--- config.mk ---
export PLATFORM = sky130hd
export DESIGN_NAME = asram_seq
export DESIGN_NICKNAME = d
export VERILOG_FILES = /design/src/rtl/asram_pkg.sv /design/src/rtl/asram_phase_timer.sv /design/src/rtl/asram_rd_capture.sv /design/src/rtl/asram_seq.sv
export SDC_FILE = /design/constraint.sdc
export NUM_CORES = 1
export LEC_CHECK = 0
export BUFFER_PORTS_ARGS = -buffer_cell sky130_fd_sc_hd__buf_2
export CORE_MARGIN = 5
export CORE_UTILIZATION = 52
export CTS_CLUSTER_SIZE = 16
export DETAILED_ROUTE_END_ITERATION = 8
export GPL_ROUTABILITY_DRIVEN = 0
export PLACE_DENSITY = 0.76
export SYNTH_ARGS = -nofsm -noshare
export SYNTH_HDL_FRONTEND = slang
export SYNTH_HIERARCHICAL = 1
export SYNTH_SLANG_ARGS = --single-unit
--- constraint.sdc ---
create_clock -name clk -period 3.25 [get_ports clk]
set_input_delay 0 -clock clk [delete_from_list [all_inputs] [get_ports clk]]
set_output_delay 0 -clock clk [all_outputs]
set_load 0.02 [all_outputs]
--- src/rtl/asram_pkg.sv ---
package asram_pkg;

    typedef enum logic [2:0] {
        ST_IDLE,
        ST_ARM,
        ST_WPULSE,
        ST_WREC,
        ST_RACC
    } seq_state_e;

    // Whole clock cycles covering a minimum time, never below one.
    function automatic int unsigned ps_to_cycles(input int unsigned t_ps,
                                                 input int unsigned clk_ps);
        int unsigned c;
        c = (t_ps + clk_ps - 1) / clk_ps;
        if (c < 1) c = 1;
        return c;
    endfunction

endpackage

--- src/rtl/asram_phase_timer.sv ---
module asram_phase_timer #(
    parameter int CNT_W = 8
) (
    input  logic             clk,
    input  logic             rst_n,
    input  logic             load,
    input  logic [CNT_W-1:0] load_val,
    output logic             last
);
    logic [CNT_W-1:0] cnt_d, cnt_q;

    always_comb begin
        cnt_d = cnt_q;
        if (load)
            cnt_d = load_val - CNT_W'(1);
        else if (cnt_q != '0)
            cnt_d = cnt_q - CNT_W'(1);
    end

    always_ff @(posedge clk or negedge rst_n) begin
        if (!rst_n) cnt_q <= '0;
        else        cnt_q <= cnt_d;
    end

    assign last = (cnt_q == '0);

    a_r2_timer_counts_down: assert property (@(posedge clk) disable iff (!rst_n)
        (!load && cnt_q != '0) |=> (cnt_q == $past(cnt_q) - CNT_W'(1)));
endmodule

--- src/rtl/asram_rd_capture.sv ---
module asram_rd_capture #(
    parameter int DATA_W = 4
) (
    input  logic              clk,
    input  logic              rst_n,
    input  logic              capture,
    input  logic [DATA_W-1:0] dq_in,
    output logic [DATA_W-1:0] rdata
);
    logic [DATA_W-1:0] rdata_d, rdata_q;

    always_comb begin
        rdata_d = rdata_q;
        if (capture) rdata_d = dq_in;
    end

    always_ff @(posedge clk or negedge rst_n) begin
        if (!rst_n) rdata_q <= '0;
        else        rdata_q <= rdata_d;
    end

    assign rdata = rdata_q;

    a_r9_rdata_holds: assert property (@(posedge clk) disable iff (!rst_n)
        !capture |=> $stable(rdata_q));
endmodule

--- src/rtl/asram_seq.sv ---
module asram_seq
    import asram_pkg::*;
#(
    parameter int ADDR_W      = 18,
    parameter int DATA_W      = 4,
    parameter int CNT_W       = 8,
    parameter int CLK_PS      = 8000,
    parameter int T_SETUP_PS  = 0,
    parameter int T_TURN_PS   = 4000,
    parameter int T_WP_PS     = 7000,
    parameter int T_ACC_PS    = 8000
) (
    input  logic              clk,
    input  logic              rst_n,
    input  logic              host_req,
    input  logic              host_we,
    input  logic [ADDR_W-1:0] host_addr,
    input  logic [DATA_W-1:0] host_wdata,
    output logic [DATA_W-1:0] host_rdata,
    output logic              host_done,
    output logic [ADDR_W-1:0] mem_addr,
    output logic              mem_ce_n,
    output logic              mem_we_n,
    output logic              mem_oe_n,
    output logic [DATA_W-1:0] mem_dq_out,
    output logic              mem_dq_drive,
    input  logic [DATA_W-1:0] mem_dq_in
);
    localparam int SETUP_CYC  = ps_to_cycles(T_SETUP_PS, CLK_PS);
    localparam int TURN_CYC   = ps_to_cycles(T_TURN_PS, CLK_PS);
    localparam int WP_CYC     = ps_to_cycles(T_WP_PS, CLK_PS);
    localparam int ACC_CYC    = ps_to_cycles(T_ACC_PS, CLK_PS);
    localparam int WR_ARM_CYC = (SETUP_CYC > TURN_CYC) ? SETUP_CYC : TURN_CYC;

    typedef struct packed {
        seq_state_e        state;
        logic              is_wr;
        logic [ADDR_W-1:0] addr;
        logic [DATA_W-1:0] wdata;
        logic              ce_n;
        logic              we_n;
        logic              oe_n;
        logic              drv;
        logic              done;
    } seq_regs_t;

    seq_regs_t cur_q, nxt_d;
    logic             tmr_load;
    logic [CNT_W-1:0] tmr_val;
    logic             tmr_last;
    logic             cap_en;

    always_comb begin
        nxt_d    = cur_q;
        nxt_d.done = 1'b0;
        tmr_load = 1'b0;
        tmr_val  = '0;
        cap_en   = 1'b0;
        unique case (cur_q.state)
            ST_IDLE: begin
                if (host_req) begin
                    nxt_d.state = ST_ARM;
                    nxt_d.is_wr = host_we;
                    nxt_d.addr  = host_addr;
                    nxt_d.wdata = host_wdata;
                    tmr_load    = 1'b1;
                    tmr_val     = host_we ? CNT_W'(WR_ARM_CYC) : CNT_W'(SETUP_CYC);
                end
            end
            ST_ARM: begin
                if (tmr_last) begin
                    tmr_load = 1'b1;
                    if (cur_q.is_wr) begin
                        nxt_d.state = ST_WPULSE;
                        tmr_val     = CNT_W'(WP_CYC);
                    end else begin
                        nxt_d.state = ST_RACC;
                        tmr_val     = CNT_W'(ACC_CYC);
                    end
                end
            end
            ST_WPULSE: begin
                if (tmr_last) nxt_d.state = ST_WREC;
            end
            ST_WREC: begin
                nxt_d.state = ST_IDLE;
                nxt_d.done  = 1'b1;
            end
            ST_RACC: begin
                if (tmr_last) begin
                    nxt_d.state = ST_IDLE;
                    nxt_d.done  = 1'b1;
                    cap_en      = 1'b1;
                end
            end
            default: nxt_d.state = ST_IDLE;
        endcase
        // Strobes are registered from the next state so they never glitch.
        nxt_d.ce_n = (nxt_d.state == ST_IDLE);
        nxt_d.we_n = (nxt_d.state != ST_WPULSE);
        nxt_d.oe_n = (nxt_d.state != ST_RACC);
        nxt_d.drv  = (nxt_d.state == ST_WPULSE);
    end

    always_ff @(posedge clk or negedge rst_n) begin
        if (!rst_n) begin
            cur_q       <= '0;
            cur_q.state <= ST_IDLE;
            cur_q.ce_n  <= 1'b1;
            cur_q.we_n  <= 1'b1;
            cur_q.oe_n  <= 1'b1;
        end else begin
            cur_q <= nxt_d;
        end
    end

    asram_phase_timer #(.CNT_W(CNT_W)) timer_i (
        .clk      (clk),
        .rst_n    (rst_n),
        .load     (tmr_load),
        .load_val (tmr_val),
        .last     (tmr_last)
    );

    asram_rd_capture #(.DATA_W(DATA_W)) capture_i (
        .clk   (clk),
        .rst_n (rst_n),
        .capture (cap_en),
        .dq_in (mem_dq_in),
        .rdata (host_rdata)
    );

    assign host_done    = cur_q.done;
    assign mem_addr     = cur_q.addr;
    assign mem_ce_n     = cur_q.ce_n;
    assign mem_we_n     = cur_q.we_n;
    assign mem_oe_n     = cur_q.oe_n;
    assign mem_dq_out   = cur_q.wdata;
    assign mem_dq_drive = cur_q.drv;

    // Cycles output enable has been high, saturating; feeds the turnaround check.
    logic [CNT_W-1:0] oe_hi_q;
    always_ff @(posedge clk or negedge rst_n) begin
        if (!rst_n)             oe_hi_q <= '0;
        else if (!mem_oe_n)     oe_hi_q <= '0;
        else if (oe_hi_q != '1) oe_hi_q <= oe_hi_q + CNT_W'(1);
    end

    a_r1_idle_strobes: assert property (@(posedge clk) disable iff (!rst_n)
        (cur_q.state == ST_IDLE) |-> (mem_ce_n && mem_we_n && mem_oe_n && !mem_dq_drive));
    a_r2_write_oe_high: assert property (@(posedge clk) disable iff (!rst_n)
        !mem_we_n |-> (mem_oe_n && !mem_ce_n));
    a_r3_turnaround: assert property (@(posedge clk) disable iff (!rst_n)
        $rose(mem_dq_drive) |-> (oe_hi_q >= CNT_W'(TURN_CYC)));
    a_r3_drive_with_we: assert property (@(posedge clk) disable iff (!rst_n)
        mem_dq_drive == !mem_we_n);
    a_r4_addr_stable: assert property (@(posedge clk) disable iff (!rst_n)
        (!mem_ce_n && $past(!mem_ce_n)) |-> $stable(mem_addr));
    a_r6_done_pulse: assert property (@(posedge clk) disable iff (!rst_n)
        host_done |=> !host_done);
    a_r8_no_contention: assert property (@(posedge clk) disable iff (!rst_n)
        mem_dq_drive |-> mem_oe_n);
    a_r5_read_we_high: assert property (@(posedge clk) disable iff (!rst_n)
        !mem_oe_n |-> (mem_we_n && !mem_ce_n));
endmodule

* Word-level counts from Yosys, hierarchy flattened
Index checks and enable logic that the tools add are counted.
** Storage, ports and cells
- Register bits after elaboration :: 43
- Bits in latches :: 0
- Bits in writable memories :: 0
- ROM bits :: 0
- Input bits :: 30
- Output and inout port bits :: 31
- Word-level logic and storage cells :: 42
- Memories :: 0
** Cells by class
- Add/subtract/negate cells :: 2
- Multipliers :: 0
- Divide/modulo/power cells :: 0
- $lt $le $gt $ge :: 0
- Equality and inequality tests :: 7
- Shift-type cells :: 0
- Mux-type cells :: 16
- Bitwise logic cells :: 0
- Reduce and logical (&&, ||, !) cells :: 6
** Operators by type and width (count)
- two-way mux 26 bit :: 1
- two-way mux 8 bit :: 2
- one-hot mux 8 bit (2 select lines) :: 1
- subtractor 8 x 1 -> 8 bit (second input constant) :: 2
- two-way mux 3 bit :: 4
- one-hot mux 3 bit (4 select lines) :: 1
- == test 3 x 2 -> 1 bit (second input constant) :: 3
- logical NOT 8 bit :: 1
- nonzero test 8 bit :: 1
- logical NOT 3 bit :: 2
- two-way mux 1 bit :: 5
- one-hot mux 1 bit (2 select lines) :: 2
- == test 3 x 1 -> 1 bit (second input constant) :: 1
- == test 3 bit (second input constant) :: 1
- != test 3 x 2 -> 1 bit (second input constant) :: 1
- != test 3 bit (second input constant) :: 1
- AND reduction 2 bit :: 1
- nonzero test 2 bit :: 1

* Logic depth before layout (Yosys ltp)
- Depth in word-level cells :: 5
- Gate-level depth with buffers :: 12
- Depth with buffers taken out :: 9

* Hierarchy
Netlist, hierarchy kept.
** By module, submodules not included
- asram_seq :: times used 1, cells an instance 106, area an instance 1426.4 µm², sequential area each 779.5 µm²
- asram_phase_timer :: times used 1, cells an instance 60, area an instance 601.8 µm², sequential area each 200.2 µm²
- asram_rd_capture :: times used 1, cells an instance 8, area an instance 145.1 µm², sequential area each 100.1 µm²

* Least setup slack after synthesis
No wires, ideal clock.
- Path kind :: reg2reg
- From :: reg timer_i.cnt_q[2]
- To :: reg timer_i.cnt_q[4]
- Library setup time :: 0.121 ns
- Data arrival time :: 2.816 ns
- Data required time :: 3.129 ns
- Path slack :: 0.313 ns
- Stages on the path, launching flop included :: 13
- Buffers on the path :: 3
- Period minus slack after synthesis :: 2.937 ns
- Cells stage by stage :: dfrtp_1 -> or4_4 -> buf_6 -> nor2_8 -> mux2i_1 -> nor3_1 -> buf_2 -> buf_6 -> mux2i_1 -> ha_1 -> o21ai_0 -> xnor2_1 -> a22o_1
** Between the ends
- Elaborated cells between the ends (all ways) :: 11
- Those cells by class :: add/sub: 2; mux: 6; reduce/logical: 3
** RTL lines
- start: declaration :: RTL line asram_phase_timer.sv:10 : logic [CNT_W-1:0] cnt_d, cnt_q;
- start signal: assignment :: RTL line asram_phase_timer.sv:22 : else cnt_q <= cnt_d;
- logical NOT 8 bit * :: RTL line asram_phase_timer.sv:25 : assign last = (cnt_q == '0);
- named net tmr_last :: RTL line asram_seq.sv:50 : logic tmr_last;
- two-way mux 1 bit * :: RTL line asram_seq.sv:71 : if (tmr_last) begin
- one-hot mux 1 bit (2 select lines) * :: RTL line asram_seq.sv:59 : unique case (cur_q.state)
- named net tmr_load :: RTL line asram_seq.sv:48 : logic tmr_load;
- two-way mux 8 bit or nonzero test 2 bit (tied branches)
The timed path passes the listed nets; every way through them passes the cells marked *. The select of a mux whose other input is x is not followed.
A chain may end at the register's enable or synchronous reset.

* Worst setup path in the final report
- From :: reg timer_i.cnt_q[4]
- To :: reg timer_i.cnt_q[4]
The elaborated chain is that of the path after synthesis.

==> qor.csv <==
metric,value,unit
Required @ worst endpoint,3.43,ns
post-detailed-route count of antenna-violating nets,0,
Crit. End Element,flip-flop,
Via density,4.91,
total grt overflow,0,
"most common cell after layout, fill and taps aside",buf_2,
Buffers on Ports,60,
DR DRC count,0,
Yosys reg bits,43,
Detailed Routing Iterations Pass 1,4,
CTS tree,yes,
routed len/inst,13.6,um
Power Dens Cells,769,mW/mm^2
skew final,0.00585,ns
setup violators final,0,
post-synthesis sequential area ratio,0.497,
CP Class,flip-flop to flip-flop,
IO Count,61,
MaxCap Viol Count,0,
Main synth FF type,dfrtp_1,
"Async S/R FF share, synth",1.00,
pin slew with the least headroom to its limit,0.916,ns
mean post-synth cell area,12.5,sq um
# nets final,289,
top cell type's share of synthesized area,0.461,
number of global-route vias before repair,1547,
most frequent cells in the layout,"buf_2, dfrtp_1, dlygate4sd3_1",
n_diodes,0,
Hold WS,0.0365,ns
Min-Delay Path Depth,3,
clk_lat worst skew,0.29,ns
CTS root buffer,clkbuf_8,
min Tclk post-route,2.88,ns
Setup crit start kind,flip-flop,
CTS H-tree depth,2,
# Post-CTS Setup Buffers,0,
largest net degree at the start of global routing,44,
final cycle utilization of the critical path,0.885,
max-slew violations,0,
instance count of the mapped netlist,174,
Total Wirelength,4.19,mm
Core Area,0.00403,sq mm
post-synth top area cell,dfrtp_1,
fill cell count,292,
run status,finished clean,
Rel. slew slack,0.389,
initial drt markers,61,
post-synthesis cell type count,46,
largest cells by area after synthesis,"dfrtp_1, mux2_2, buf_4",
Fin Setup TNS,0,ns
Post-synth EDFFs,0,
"Hold Vio Cnt, Final",0,
Die Ht,74.7,um
clock slew at reported path FFs,0.08,ns
Vias,1517,
layout cells sized above 1,0.425,
Initial Util,0.539,
GRT Util Overall,0.160,
P_leak,1.34,nW
peak supply drop,331,uV
die span in x,74.7,um
RSZ-0062 raised after global routing,no,
crit-path max FO,16,
"Arr. time, crit path",3.05,ns
Clock Sinks,43,
post-DP HPWL,2.76,mm
"Cell Area, Synth",0.00217,sq mm
layout overhead on the synthesized area,26.6,%
Max Root-Sink Buffers,2,
first-pass GRT wire length,6.71,mm
cells on worst reg2reg path,9,
Hold Crit Class,input pin to flip-flop,
CTS buffer count,5,
Fmax,348,MHz
initial antenna violation count,0,
die area,0.00557,sq mm
Rows,23,
"Warnings, synthesis",6,
sequential cells by signal, summed over array words and instances (netlist names):
register / flops
capture_i/rdata: 4
cur_q: 4
host_done: 1
mem_addr: 18
mem_ce_n: 1
mem_dq_drive: 1
mem_dq_out: 4
mem_oe_n: 1
mem_we_n: 1
timer_i/cnt_q: 8
synth_stat cells (all sizes together) (2+ instances only):
library cell  instances
buf                  28
xor2                  3
o21ai                 3
o21a                  2
dfrtp                40
mux2                 28
a21oi                 6
nor3b                 2
nand2                 6
clkbuf                2
or4                   2
a21o                  4
dfstp                 3
nor3                  5
mux2i                 4
xnor2                 4
nor2b                 2
nor2                 10
power breakdown:
part / internal, mW / total [mW] / switching, mW / leakage [nW]
logic: 0.425 / 0.905 / 0.481 / 0.769
registers: 0.743 / 0.888 / 0.145 / 0.531
clock network: 0.150 / 0.322 / 0.172 / 0.0412
through the flow:
step                      std cells  setup WS, ns   util  instance area (sq um)  total power, mW
after floorplan                 191         0.313      -                   2240             1.73
after global placement          273         0.422  0.592                   2390             1.75
after detailed placement        273         0.369  0.592                   2390             1.78
after CTS                       309         0.344  0.683                   2750             2.13
after global routing            309         0.170  0.683                   2750             2.26
final                           309         0.374  0.683                   2750             2.12
critical path, cell delays in order (launching register included):
cell and delay (ns):
dfrtp_1 0.47, or4_4 0.61, nor2_8 0.20, mux2i_1 0.12
nor3_2 0.26, buf_4 0.28, nor3b_1 0.26, o21ai_0 0.20
xnor2_1 0.16, a22o_1 0.21
path summary, 6_finish.rpt:
path	slack [ns]	start	to
max	0.37	timer_i/cnt_q[4]	timer_i/cnt_q[4]
min	0.04	host_req	cur_q[28]
max reg2reg	0.37	timer_i/cnt_q[4]	timer_i/cnt_q[4]
min reg2reg	0.50	mem_addr[6]	mem_addr[6]
max in group asynchronous	2.28	rst_n	timer_i/cnt_q[5]
min in group asynchronous	0.39	rst_n	mem_addr[9]
layout make-up:
type,count,area (sq um),area share
Tap cell,50,62.6,0.0227
Clock buffer,6,72.6,0.0264
Timing Repair Buffer,90,596,0.216
Inverter,1,3.75,0.00136
Sequential cell,43,1080,0.392
Multi-Input combinational cell,117,925,0.336
Clock inverter,2,12.5,0.00455
logic make-up after synthesis:
logic type                 count (synthesis)  synth area share
AOI/OAI and AO/OA                         24            0.0794
buffers and inverters                     31             0.109
adders and majority gates                  1           0.00576
DFF                                       43             0.497
other                                      1           0.00173
and+or+nand+nor                           35             0.115
muxes                                     32             0.163
xor gates and xnor gates                   7            0.0282
layer usage:
layer | part of all wire | track usage | vias to the layer above
li1 | - | - | 738
met1 | 0.40 | 0.175 | 716
met2 | 0.50 | 0.282 | 57
met3 | 0.074 | 0.0467 | 6
met4 | 0.018 | 0.0791 | 0
met5 | 0 | 0 | -
timing repair:
item / 4_1_cts / 5_1_grt
endpoints found under the hold margin: 67 / 0
setup endpoints to repair: 0 / 0
hold buffers: 28 / 0
resized for setup: 0 / 0
Note: power is estimated with default switching activity, not from simulation.
